### src/rtl/serlock_pkg.sv
package serlock_pkg;

    // Phase of the entry sequence; the compare-bit index and the
    // mismatch flag complete the state.
    typedef enum logic [2:0] {
        PH_ARMED = 3'd0,   // waiting for first confirmation
        PH_CHECK = 3'd1,   // one-cycle compare of the current bit
        PH_HOLD  = 3'd2,   // waiting for the next confirmation
        PH_OPEN  = 3'd3,   // entry accepted
        PH_ALARM = 3'd4    // entry rejected
    } phase_e;

    typedef struct packed {
        logic unlock;
        logic alarm;
    } verdict_t;

    function automatic verdict_t decode_phase(phase_e p);
        verdict_t v;
        v.unlock = (p == PH_OPEN);
        v.alarm  = (p == PH_ALARM);
        return v;
    endfunction

    function automatic logic bit_differs(logic entered, logic secret);
        return entered ^ secret;
    endfunction

    function automatic logic waits_for_enter(phase_e p);
        return (p == PH_ARMED) || (p == PH_HOLD);
    endfunction

endpackage

### src/rtl/serlock_sequencer.sv
module serlock_sequencer
    import serlock_pkg::*;
#(
    parameter int KEY_BITS = 3,
    parameter int IDX_W    = (KEY_BITS > 1) ? $clog2(KEY_BITS) : 1
) (
    input  logic             clk_i,
    input  logic             rst_i,
    input  logic             enter_i,
    input  logic             taint_now_i,
    output phase_e           phase_o,
    output logic [IDX_W-1:0] idx_o
);
    localparam logic [IDX_W-1:0] LAST_IDX = IDX_W'(KEY_BITS - 1);

    phase_e           phase_q, phase_d;
    logic [IDX_W-1:0] idx_q, idx_d;

    always_comb begin
        phase_d = phase_q;
        idx_d   = idx_q;
        unique case (phase_q)
            PH_ARMED: begin
                if (enter_i) begin
                    phase_d = PH_CHECK;
                    idx_d   = '0;
                end
            end
            PH_CHECK: begin
                if (idx_q == LAST_IDX) begin
                    phase_d = taint_now_i ? PH_ALARM : PH_OPEN;
                end else begin
                    phase_d = PH_HOLD;
                    idx_d   = idx_q + IDX_W'(1);
                end
            end
            PH_HOLD: begin
                if (enter_i) begin
                    phase_d = PH_CHECK;
                end
            end
            PH_OPEN, PH_ALARM: begin
                phase_d = phase_q;
            end
            default: begin
                phase_d = PH_ARMED;
                idx_d   = '0;
            end
        endcase
    end

    always_ff @(posedge clk_i) begin
        if (rst_i) begin
            phase_q <= PH_ARMED;
            idx_q   <= '0;
        end else begin
            phase_q <= phase_d;
            idx_q   <= idx_d;
        end
    end

    assign phase_o = phase_q;
    assign idx_o   = idx_q;

endmodule

### src/rtl/serlock_judge.sv
module serlock_judge
    import serlock_pkg::*;
#(
    parameter int KEY_BITS = 3,
    parameter int IDX_W    = (KEY_BITS > 1) ? $clog2(KEY_BITS) : 1
) (
    input  logic                clk_i,
    input  logic                rst_i,
    input  phase_e              phase_i,
    input  logic [IDX_W-1:0]    idx_i,
    input  logic                key_i,
    input  logic [KEY_BITS-1:0] code_i,
    output logic                taint_now_o
);
    logic secret_bit;
    logic miss;
    logic taint_q;

    // Select the secret bit for the current position.
    always_comb begin
        secret_bit = 1'b0;
        for (int i = 0; i < KEY_BITS; i++) begin
            if (idx_i == IDX_W'(i)) begin
                secret_bit = code_i[i];
            end
        end
    end

    assign miss = (phase_i == PH_CHECK) && bit_differs(key_i, secret_bit);

    // Sticky mismatch flag: selects the shadow path without changing timing.
    always_ff @(posedge clk_i) begin
        if (rst_i || phase_i == PH_ARMED) begin
            taint_q <= 1'b0;
        end else if (miss) begin
            taint_q <= 1'b1;
        end
    end

    assign taint_now_o = taint_q | miss;

endmodule

### src/rtl/serlock_annunciator.sv
module serlock_annunciator
    import serlock_pkg::*;
(
    input  phase_e phase_i,
    output logic   unlock_o,
    output logic   error_o
);
    verdict_t v;

    always_comb begin
        v        = decode_phase(phase_i);
        unlock_o = v.unlock;
        error_o  = v.alarm;
    end

endmodule

### src/rtl/serlock_top.sv
module serlock_top
    import serlock_pkg::*;
#(
    parameter int KEY_BITS = 3
) (
    input  logic                clk_i,
    input  logic                rst_i,
    input  logic                enter_i,
    input  logic                key_i,
    input  logic [KEY_BITS-1:0] code_i,
    output logic                unlock_o,
    output logic                error_o
);
    localparam int IDX_W = (KEY_BITS > 1) ? $clog2(KEY_BITS) : 1;

    phase_e           phase;
    logic [IDX_W-1:0] idx;
    logic             taint_now;

    serlock_sequencer #(.KEY_BITS(KEY_BITS), .IDX_W(IDX_W)) i_sequencer (
        .clk_i       (clk_i),
        .rst_i       (rst_i),
        .enter_i     (enter_i),
        .taint_now_i (taint_now),
        .phase_o     (phase),
        .idx_o       (idx)
    );

    serlock_judge #(.KEY_BITS(KEY_BITS), .IDX_W(IDX_W)) i_judge (
        .clk_i       (clk_i),
        .rst_i       (rst_i),
        .phase_i     (phase),
        .idx_i       (idx),
        .key_i       (key_i),
        .code_i      (code_i),
        .taint_now_o (taint_now)
    );

    serlock_annunciator i_annunciator (
        .phase_i  (phase),
        .unlock_o (unlock_o),
        .error_o  (error_o)
    );

endmodule

### config.mk
export PLATFORM = sky130hd
export DESIGN_NAME = serlock_top
export DESIGN_NICKNAME = d
export VERILOG_FILES = /design/src/rtl/serlock_pkg.sv /design/src/rtl/serlock_sequencer.sv /design/src/rtl/serlock_judge.sv /design/src/rtl/serlock_annunciator.sv /design/src/rtl/serlock_top.sv
export SDC_FILE = /design/constraint.sdc
export NUM_CORES = 1
export LEC_CHECK = 0
export ABC_AREA = 1
export CAP_MARGIN = 30
export CORE_AREA = 2 2 39 41
export DETAILED_ROUTE_END_ITERATION = 8
export DIE_AREA = 0 0 41 43
export DONT_BUFFER_PORTS = 1
export PLACE_DENSITY_LB_ADDON = 0.25
export SLEW_MARGIN = 40
export SYNTH_ARGS = -nofsm -noshare
export SYNTH_HDL_FRONTEND = slang
export SYNTH_SLANG_ARGS = --single-unit
### constraint.sdc
create_clock -name clk_i -period 1.35 [get_ports clk_i]
set_input_delay 0.2025 -clock clk_i [delete_from_list [all_inputs] [get_ports clk_i]]
set_output_delay 0.2025 -clock clk_i [all_outputs]
set_load 0.05 [all_outputs]
==> out/metrics.yaml, run 1 <==
synth:
  synth_simple_gate_area_share_pct: 29.7
  yosys_register_bits: 6
  ys.warnings.count: 0
  post_synth_mux_area_share_pct: 0
  post_synth_inst_count: 63
  number_of_nets_in_the_synthesized_netlist: 73
  synth_cell_types: 14
  synth_xor_xnor_area_share_pct: 0
  synthesized_area_fraction_occupied_by_ao_oa_aoi_and_oai_cells_pct: 16.7
  netlist.top_cell.by_area: "sky130_fd_sc_hd__dfxtp_1"
  cell_area_after_technology_mapping_um2: 413
  area_share_of_fa_ha_maj_cells_after_synthesis_pct: 9.09
  seq_area_frac_synth_pct: 29.1
  post-synth-top-area-fraction_pct: 29.1
  average_cell_area_after_synthesis_um2: 6.55
  ys_top_cells_by_area: "sky130_fd_sc_hd__dfxtp_1, sky130_fd_sc_hd__inv_1, sky130_fd_sc_hd__nand2_1"
  synth_top_family_by_area: "simple AND/OR/NAND/NOR gates"
clock_tree:
  cts-buffers-inserted: 3
  clkSlewWorstSetupHoldPaths_ns: 0.05
  cts.path.max_buffers: 2
  clock_tree_from_tritoncts: "built"
  clock_tree.root_cell: "sky130_fd_sc_hd__clkbuf_4"
  clkLatencyLatePin_ns: 0.25
  cts_num_sinks: 6
  clock_tree.htree_level_count: 1
grt:
  global_route.usage.total_pct: 12.4
  grt_max_degree: 7
  antenna_found_initial: 0
  grt_pass1_vias: 365
  grt_overflow_total: 0
  grt.met1_usage_pct: 15.1
  grt_pass1_wl_mm: 1.40
  globalRoute.busiestLayer: "met2"
  use_met3_pct: 6.28
  globalRouteMet2Util_pct: 16.6
placed_design:
  post_dp_cell_area_um2: 503
  io_buffer_count: 0
  dpl.hpwl_um: 660
  place_congestion: 0.672
detailed_routing:
  routed_via_density: 4.74
  drtIter0Drc: 12
  drt-pass1-iter-count: 4
  drc_errors: 0
  routed-via-count: 436
  detail_route.wl_per_cell_um: 10.3
  routed_wirelength_um: 943
  final_antenna_net_count: 0
timing:
  rsz0062_at_grt: "yes"
  worst_slew_margin_rel_pct: 81.6
  finalClockSkew_ns: 0.00611
  layout_worst_path_cycle_share_pct: 99.6
  tightest_slew_ns: 0.275
  finalSetupViolCount: 0
  post-route-min-period_ns: 1.35
  achievable-frequency_ghz: 0.743
  report.final.hold_viol_count: 0
  number_of_slew_limit_violations_in_the_final_report: 0
  hold-worst-slack_ns: 0.0193
critical_path:
  crit_arrival_ns: 1.14
  reg2reg_setup_slack_ns: 0.03
  slowest_delay_ns: 0.45
  ff2ff_path_depth: 12
  cell_type_of_the_slowest_stage_on_the_worst_timing_path: "sky130_fd_sc_hd__dfxtp_1"
  worst_r2r_endpoint: "i_sequencer.phase_o[1]$_SDFFE_PP0P_"
  worst_r2r_startpoint: "i_sequencer.idx_o[0]$_SDFFE_PP0P_"
  crit_path_start_kind: "flip-flop"
  cp-end-kind: "output pin"
  critPathKind: "reg -> out"
  cp_max_fo: 5
  path_cells: "nand2_1, inv_1, buf_12"
  timing.critical_path.required_ns: 1.15
min_path:
  worstHoldStart: "rst_i"
  hold_class: "in -> reg"
  hold_depth: 1
  worst_hold_path.endpoint: "i_sequencer.phase_o[1]$_SDFFE_PP0P_"
die:
  core_area_mm2: 0.00138
  dieWidth_um: 41
  die_area_mm2: 0.00176
  num_rows: 14
  floorplan.die.height_um: 43
  start_util_pct: 29.8
  boundaryPins: 9
finish:
  area_growth_pct: 54.8
  antenna_cells: 0
  finish.instance_area_um2: 639
  final.fill_count: 131
  layout-drive-gt1-share_pct: 43.4
  num-nets-final: 88
power:
  ir_drop_uv: 331
  cellLeakagePower_uw: 0.000291
  pwr_density_cell_mw_per_mm2: 991
run_status:
  outcome: "finished, final reports clean"
run:
  cap_viol_max_count: 0
==> final cells by class <==
cell class | count | area, µm² | share of cell area [%]
multi-input combinational | 40 | 297 | 46.4
sequential | 6 | 129 | 20.2
timing repair buffer | 10 | 103 | 16.0
inverter | 17 | 68.8 | 10.8
clock buffer | 3 | 22.5 | 3.52
tap | 16 | 20.0 | 3.13
==> placed cells by master (no fill, tap or decap), drive strengths merged, types with 2 or more instances in the layout <==
cell / instances
nand2: 14
a21oi: 6
ha: 3
clkbuf: 3
buf: 9
nor2: 5
inv: 17
nand3: 4
dfxtp: 6
a211oi: 2
o21ai: 3
==> Yosys cell counts <==
cell type and n:
sky130_fd_sc_hd__a221oi_1 1, sky130_fd_sc_hd__nand3_1 4, sky130_fd_sc_hd__ha_1 3, sky130_fd_sc_hd__a211oi_1 2, sky130_fd_sc_hd__nand4_2 1, sky130_fd_sc_hd__nor2_1 5, sky130_fd_sc_hd__inv_2 1, sky130_fd_sc_hd__a21oi_1 6
sky130_fd_sc_hd__nand2_1 13, sky130_fd_sc_hd__nand2_2 1, sky130_fd_sc_hd__inv_1 16, sky130_fd_sc_hd__nor3_4 1, sky130_fd_sc_hd__o21ai_0 3, sky130_fd_sc_hd__dfxtp_1 6
==> sequential cells by signal, summed over array words and instances (netlist names) <==
signal and count:
i_judge.taint_q 1, i_sequencer.phase_o 3, i_sequencer.idx_o 2
==> per-layer routing <==
metal | wire length, µm | share of wire [%]
met2 | 456 | 48
met5 | 0 | 0
met4 | 22 | 2.3
met3 | 55 | 5.8
met1 | 410 | 43
==> how the worst max path moves through the flow <==
| stage | from | end | slack (ns) |
|---|---|---|---|
| floorplan | i_sequencer.idx_o[0]$_SDFFE_PP0P_ | i_sequencer.phase_o[2]$_SDFFE_PP0P_ | 0.06 |
| CTS | i_sequencer.phase_o[1]$_SDFFE_PP0P_ | unlock_o | -0.0002 |
| detailed placement | i_sequencer.idx_o[0]$_SDFFE_PP0P_ | i_sequencer.phase_o[1]$_SDFFE_PP0P_ | -0.04 |
| global placement | i_sequencer.idx_o[1]$_SDFFE_PP0P_ | i_sequencer.phase_o[1]$_SDFFE_PP0P_ | -0.002 |
| finish | i_sequencer.phase_o[2]$_SDFFE_PP0P_ | error_o | 0.005 |
| global route | i_sequencer.idx_o[0]$_SDFFE_PP0P_ | i_sequencer.phase_o[0]$_SDFFE_PP0P_ | -0.09 |
==> through the flow <==
| step | cells | setup slack (ns) | power [µW] | TNS (ns) | utilization (%) |
|---|---|---|---|---|---|
| 2_1_floorplan | 63 | 0.0632 | 342 | 0 | - |
| 3_3_place_gp | 84 | -0.00219 | 391 | -0.00219 | 36.3 |
| 3_5_place_dp | 84 | -0.0362 | 392 | -0.0832 | 36.3 |
| 4_1_cts | 87 | -0.000162 | 581 | -0.000162 | 39.0 |
| 5_1_grt | 92 | -0.0949 | 688 | -0.326 | 46.2 |
| 6_report | 92 | 0.00476 | 633 | 0 | 46.2 |
==> logic make-up after synthesis <==
family | Yosys count
fa+ha+maj | 3
flops | 6
compound gates | 12
simple gates | 25
buf+inv | 17
==> report_power, final <==
| part | switching (µW) | internal [µW] | total (µW) |
|---|---|---|---|
| combinational | 130 | 113 | 243 |
| sequential | 21.4 | 198 | 220 |
| clock | 69.6 | 101 | 170 |
==> worst max-delay path: cells and delay by family, from the launching register on <==
family / cells / cell delay [ns]
flops: 1 / 0.45
simple gates: 1 / 0.14
buf+inv: 2 / 0.30
==> repair_timing <==
item | 4_1_cts | 5_1_grt
resized for setup | 8 | 16
hold buffers | 0 | 1
endpoints found under the setup margin | 4 | 6
buffers inserted | 0 | 4
pin swaps | 1 | 3
hold endpoints to repair | 0 | 1
No activity file was read; power rests on OpenSTA's default activity.
==> run 2: changes to the inputs <==
--- a/config.mk
+++ b/config.mk
@@ -15,4 +15,5 @@
 export SLEW_MARGIN = 40
 export SYNTH_ARGS = -nofsm -noshare
 export SYNTH_HDL_FRONTEND = slang
+export SYNTH_HIERARCHICAL = 1
 export SYNTH_SLANG_ARGS = --single-unit
==> out/metrics.yaml, run 2 <==
synth:
  synth_simple_gate_area_share_pct: 45.6
  post_synth_mux_area_share_pct: 0
  average_cell_area_after_synthesis_um2: 6.09
  number_of_nets_in_the_synthesized_netlist: 82
  yosys.cell_count.top_type: "sky130_fd_sc_hd__nand2_1"
  post-synth-top-area-fraction_pct: 26.7
  yosys_register_bits: 6
  netlist.top_cell.by_area: "sky130_fd_sc_hd__dfxtp_1"
  synth_cell_types: 15
  cell_area_after_technology_mapping_um2: 450
  post_synth_inst_count: 74
  area_share_of_fa_ha_maj_cells_after_synthesis_pct: 2.78
  synth_top_family_by_area: "simple AND/OR/NAND/NOR gates"
  synth-async-reset-ratio_pct: 0
  dominantRegCellSynth: "sky130_fd_sc_hd__dfxtp_1"
  synth_xor_xnor_area_share_pct: 0
  ys_top_cells_by_area: "sky130_fd_sc_hd__dfxtp_1, sky130_fd_sc_hd__nand2_1, sky130_fd_sc_hd__inv_1"
  ys.warnings.count: 6
  ys_top_cells_by_count: "sky130_fd_sc_hd__nand2_1, sky130_fd_sc_hd__inv_1, sky130_fd_sc_hd__nor2_1, sky130_fd_sc_hd__nand3_1, sky130_fd_sc_hd__dfxtp_1"
  synth-edff-count: 0
  synthesized_area_fraction_occupied_by_ao_oa_aoi_and_oai_cells_pct: 11.7
  seq_area_frac_synth_pct: 26.7
detailed_routing:
  final_antenna_net_count: 0
  routedLengthMet1_um: 400
  top_layer: "met4"
  routed-via-count: 452
  met2_length_um: 445
  wl_met3_um: 20
  drc_errors: 0
  drt-pass1-iter-count: 2
  routed_wirelength_um: 877
  drtIter0Drc: 1
  routed_via_density: 4.57
  detail_route.wl_per_cell_um: 8.86
placed_design:
  dpl.hpwl_um: 741
  place.detailed.instances: 96
  place_congestion: 0.693
  pre_cts_slack_ns: 0.0441
  io_buffer_count: 0
critical_path:
  critical_path.top_delay_family: "flip-flops"
  cell_type_of_the_slowest_stage_on_the_worst_timing_path: "sky130_fd_sc_hd__dfxtp_1"
  crit_arrival_ns: 1.08
  path_cells: "buf_4, nand2_1, nor2_1, buf_6"
  cp-end-kind: "output pin"
  crit_path_start_kind: "flip-flop"
  slowest_delay_ns: 0.35
  critPathKind: "reg -> out"
  timing.critical_path.required_ns: 1.15
  cp_max_fo: 8
  path_buf_inv: 2
timing:
  post-route-min-period_ns: 1.28
  worst_slew_margin_rel_pct: 87.6
  number_of_slew_limit_violations_in_the_final_report: 0
  tightest_slew_ns: 0.186
  layout_worst_path_cycle_share_pct: 95.1
  finalSetupViolCount: 0
  rsz0062_at_grt: "yes"
  worst_path_setup_slack_after_routing_ns: 0.0659
  report.final.hold_viol_count: 0
  achievable-frequency_ghz: 0.779
  finalClockSkew_ns: 0.00475
clock_tree:
  clock_tree_from_tritoncts: "built"
  clkLatencyLatePin_ns: 0.24
  cts_num_sinks: 6
  clock_tree.htree_level_count: 1
  clkSlewWorstSetupHoldPaths_ns: 0.05
  clock_tree.root_cell: "sky130_fd_sc_hd__clkbuf_4"
  cts.path.max_buffers: 2
  cts-buffers-inserted: 3
grt:
  global_route.usage.total_pct: 13.1
  antenna_found_initial: 0
  grt_pass1_vias: 420
  grt_pass1_wl_mm: 1.52
  grt_overflow_total: 0
  grt_max_degree: 9
die:
  num_rows: 14
  start_util_pct: 32.5
  boundaryPins: 9
  floorplan.die.height_um: 43
  dieWidth_um: 41
  core_area_mm2: 0.00138
  die_area_mm2: 0.00176
finish:
  postLayoutCoreUtil_pct: 40.2
  area_growth_pct: 23.6
  finish.cell_count_without_fillers: 99
  antenna_cells: 0
  layout-drive-gt1-share_pct: 27.7
  most_frequent_cells_in_the_layout: "sky130_fd_sc_hd__nand2_1, sky130_fd_sc_hd__inv_1, sky130_fd_sc_hd__nor2_1"
  layout_commonest_cell: "sky130_fd_sc_hd__nand2_1"
  largest_register_ff_count: 3
  num-nets-final: 93
power:
  cellLeakagePower_uw: 0.000270
  pwr_density_cell_mw_per_mm2: 1020
  ir_drop_uv: 507
  design_power_total_uw: 569
min_path:
  hold_class: "in -> reg"
run_status:
  outcome: "finished, final reports clean"
run:
  cap_viol_max_count: 0
[run 2: area by class of cell]
cell class,instances,area [µm²]
sequential,6,128
timing repair buffer,6,48.8
inverter,16,65.1
tap,16,20.0
multi-input combinational,52,273
fill,154,827
clock buffer,3,22.5
[run 2: through the flow]
stage	TNS (ns)	instance area (µm²)	hold WS (ns)
detailed placement	0	515	0.275
CTS	0	538	0.0133
global placement	0	515	0.273
finish	0	557	0.0251
global route	-0.0389	557	0.00982
floorplan	-0.0106	450	0.272
[run 2: cell families after synthesis]
kind of cell             count (synthesis)
AO/OA/AOI/OAI                            8
buffers and inverters                   16
adder cells (fa/ha/maj)                  1
flip-flops                               6
AND/OR/NAND/NOR                         43
[run 2: report_power, final]
| group | switching (µW) | internal [µW] | total (µW) |
|---|---|---|---|
| registers | 20.3 | 198 | 218 |
| logic | 112 | 77.7 | 190 |
| clock network | 61.1 | 100 | 161 |
| total | 194 | 376 | 569 |
[run 2: worst paths after layout]
check / start / slack (ns) / end / cells after the start
max: i_sequencer/phase_o[0]$_SDFFE_PP0P_ / 0.07 / unlock_o / 4
min: rst_i / 0.03 / i_sequencer/phase_o[2]$_SDFFE_PP0P_ / 1
max reg2reg: i_sequencer/phase_o[2]$_SDFFE_PP0P_ / 0.10 / i_sequencer/phase_o[0]$_SDFFE_PP0P_ / 9
min reg2reg: i_judge/taint_q$_SDFFE_PP0P_ / 0.48 / i_judge/taint_q$_SDFFE_PP0P_ / 2
[run 2: routing by layer]
metal / global-route usage [%] / vias to the layer above
li1: - / 251
met2: 21.3 / 4
met1: 13.4 / 195
met4: 10.0 / 0
met3: 3.14 / 2
met5: 0 / -
[run 2: worst reg2reg max path: stages, from the launching register on]
cell and delay, ns:
sky130_fd_sc_hd__dfxtp_1 0.30, sky130_fd_sc_hd__or2_1 0.24, sky130_fd_sc_hd__nor2_2 0.10, sky130_fd_sc_hd__nand3_2 0.10, sky130_fd_sc_hd__nand2_2 0.08, sky130_fd_sc_hd__inv_1 0.04
sky130_fd_sc_hd__nand2_1 0.04, sky130_fd_sc_hd__nor2_1 0.04, sky130_fd_sc_hd__o21bai_1 0.12, sky130_fd_sc_hd__a21oi_1 0.07
[run 2: what timing repair did]
item / CTS / global route
hold endpoints to repair: 0 / 0
setup buffers: 0 / 0
resized for setup: 0 / 9
endpoints found under the setup margin: 0 / 6
hold buffers: 0 / 0
==> run 3: changes to the inputs <==
--- a/config.mk
+++ b/config.mk
@@ -11,7 +11,6 @@
 export DETAILED_ROUTE_END_ITERATION = 8
 export DIE_AREA = 0 0 41 43
 export DONT_BUFFER_PORTS = 1
-export PLACE_DENSITY_LB_ADDON = 0.25
 export SLEW_MARGIN = 40
 export SYNTH_ARGS = -nofsm -noshare
 export SYNTH_HDL_FRONTEND = slang
==> out/metrics.yaml, run 3 (synthesized netlist as in run 2, its figures left out) <==
run_status:
  outcome: "finished, final reports clean"
critical_path:
  path_cells: "or2_1, nor2_2, nand3_2, nand2_2, inv_1, nand2_1, nor2_1, o21bai_1, a21oi_1"
  cp-end-kind: "flip-flop"
  slowest_delay_ns: 0.30
  critPathKind: "reg -> reg"
  worst_r2r_endpoint: "i_sequencer/phase_o[0]$_SDFFE_PP0P_"
  path_buf_inv: 1
  reg2reg_setup_slack_ns: 0.07
  ff2ff_path_depth: 9
  timing.critical_path.required_ns: 1.47
  crit_path_start_kind: "flip-flop"
  crit_arrival_ns: 1.41
  worst_r2r_startpoint: "i_sequencer/phase_o[2]$_SDFFE_PP0P_"
  cell_type_of_the_slowest_stage_on_the_worst_timing_path: "sky130_fd_sc_hd__dfxtp_1"
  critical_path.top_delay_family: "simple AND/OR/NAND/NOR gates"
  cp_max_fo: 2
die:
  die_area_mm2: 0.00176
  dieWidth_um: 41
  core_area_mm2: 0.00138
  boundaryPins: 9
  start_util_pct: 32.5
  num_rows: 14
  floorplan.die.height_um: 43
clock_tree:
  cts_num_sinks: 6
  clock_tree_from_tritoncts: "built"
  clock_tree.htree_level_count: 1
  cts_post_setup_buffers_inserted: 0
  cts.path.max_buffers: 2
  clkLatencyLatePin_ns: 0.24
  post_cts_hold_buffer_count: 0
  cts-buffers-inserted: 3
  clkSlewWorstSetupHoldPaths_ns: 0.05
  clock_tree.root_cell: "sky130_fd_sc_hd__clkbuf_4"
timing:
  finalClockSkew_ns: 0.00583
  finalSetupViolCount: 0
  worst_path_setup_slack_after_routing_ns: 0.0686
  report.final.hold_viol_count: 0
  rsz0062_at_grt: "yes"
  layout_worst_path_cycle_share_pct: 94.9
  achievable-frequency_ghz: 0.780
  worst_slew_margin_rel_pct: 87.5
  hold-worst-slack_ns: 0.0187
  number_of_slew_limit_violations_in_the_final_report: 0
  post-route-min-period_ns: 1.28
  tightest_slew_ns: 0.187
run:
  cap_viol_max_count: 0
grt:
  antenna_found_initial: 0
  grt_pass1_wl_mm: 1.68
  grt_max_degree: 8
  globalRouteMet2Util_pct: 23.4
  globalRoute.busiestLayer: "met2"
  global_route.usage.total_pct: 14.6
  grt_pass1_vias: 425
  use_met3_pct: 3.14
  grt.met1_usage_pct: 14.8
  grt_overflow_total: 0
finish:
  num-nets-final: 93
  layout-drive-gt1-share_pct: 34.9
  antenna_cells: 0
  largest_register_ff_count: 3
  area_growth_pct: 30.6
  layout_commonest_cell: "sky130_fd_sc_hd__nand2_1"
  finish.cell_count_without_fillers: 99
  most_frequent_cells_in_the_layout: "sky130_fd_sc_hd__nand2_1, sky130_fd_sc_hd__inv_1, sky130_fd_sc_hd__nor2_1"
min_path:
  worstHoldStart: "rst_i"
  hold_depth: 1
  worst_hold_path.endpoint: "i_sequencer/phase_o[1]$_SDFFE_PP0P_"
  hold_class: "in -> reg"
placed_design:
  place.detailed.instances: 96
  place_congestion: 0.749
  pre_cts_slack_ns: 0.0292
  dpl.hpwl_um: 721
  io_buffer_count: 0
detailed_routing:
  final_antenna_net_count: 0
  detail_route.wl_per_cell_um: 9.38
  routed-via-count: 470
  drc_errors: 0
  routed_via_density: 4.75
  routed_wirelength_um: 929
  drt-pass1-iter-count: 4
  drtIter0Drc: 11
power:
  cellLeakagePower_uw: 0.000283
  pwr_density_cell_mw_per_mm2: 1020
  ir_drop_uv: 440
run 3: cell counts in the layout (fill, tap and decap cells not counted):
Identical to the previous run, type by type.
run 3: power breakdown:
| group | switching, µW | internal [µW] | total (µW) | leakage, µW |
|---|---|---|---|---|
| Clock | 68.7 | 101 | 170 | 0.0000138 |
| Combinational | 122 | 84.4 | 206 | 0.000219 |
| Sequential | 24.5 | 198 | 222 | 0.0000505 |
run 3: repair_timing:
| item | in CTS | in global routing |
|---|---|---|
| endpoints found under the setup margin | 0 | 3 |
| hold endpoints to repair | 0 | 0 |
| resized for setup | 0 | 15 |
run 3: area by class of cell:
| cell class | instances | area [µm²] |
|---|---|---|
| clock buffers | 3 | 22.5 |
| fillers | 138 | 796 |
| inverters | 16 | 65.1 |
| multi-input cells | 52 | 308 |
| flip-flops and latches | 6 | 128 |
| well taps | 16 | 20.0 |
| repair buffers | 6 | 45.0 |
run 3: through the flow:
stage                     utilization [%]  area [µm²]  power, µW  TNS, ns
after floorplan                         -         450        356  -0.0106
after global placement               37.3         515        398        0
after detailed placement             37.3         515        400        0
after CTS                            38.9         538        576        0
after global routing                 42.5         588        648  -0.0210
final                                42.5         588        598        0
run 3: worst max path at each step:
stage	slack, ns	end	start	cells past startpoint
CTS	0.01	i_sequencer/phase_o[0]$_SDFFE_PP0P_	i_sequencer/idx_o[1]$_SDFFE_PP0P_	11
detailed placement	0.03	i_sequencer/phase_o[0]$_SDFFE_PP0P_	i_sequencer/idx_o[1]$_SDFFE_PP0P_	11
global placement	0.07	i_sequencer/phase_o[0]$_SDFFE_PP0P_	i_sequencer/idx_o[1]$_SDFFE_PP0P_	11
finish	0.07	i_sequencer/phase_o[0]$_SDFFE_PP0P_	i_sequencer/phase_o[2]$_SDFFE_PP0P_	9
global route	-0.02	i_sequencer/phase_o[0]$_SDFFE_PP0P_	i_sequencer/phase_o[2]$_SDFFE_PP0P_	9
floorplan	-0.006	unlock_o	i_sequencer/phase_o[0]$_SDFFE_PP0P_	2
run 3: routing by layer:
| layer | vias to the layer above | routed length (µm) |
|---|---|---|
| met1 | 210 | 373 |
| met2 | 10 | 511 |
| li1 | 248 | - |
| met5 | - | 0 |
| met3 | 2 | 29 |
| met4 | 0 | 14 |
run 3: worst reg2reg max path, cell delays in order, from the launching register on:
cell,delay [ns]
sky130_fd_sc_hd__dfxtp_1,0.30
sky130_fd_sc_hd__or2_1,0.25
sky130_fd_sc_hd__nor2_2,0.10
sky130_fd_sc_hd__nand3_2,0.10
sky130_fd_sc_hd__nand2_2,0.08
sky130_fd_sc_hd__inv_1,0.04
sky130_fd_sc_hd__nand2_1,0.05
sky130_fd_sc_hd__nor2_1,0.04
sky130_fd_sc_hd__o21bai_1,0.12
sky130_fd_sc_hd__a21oi_1,0.09
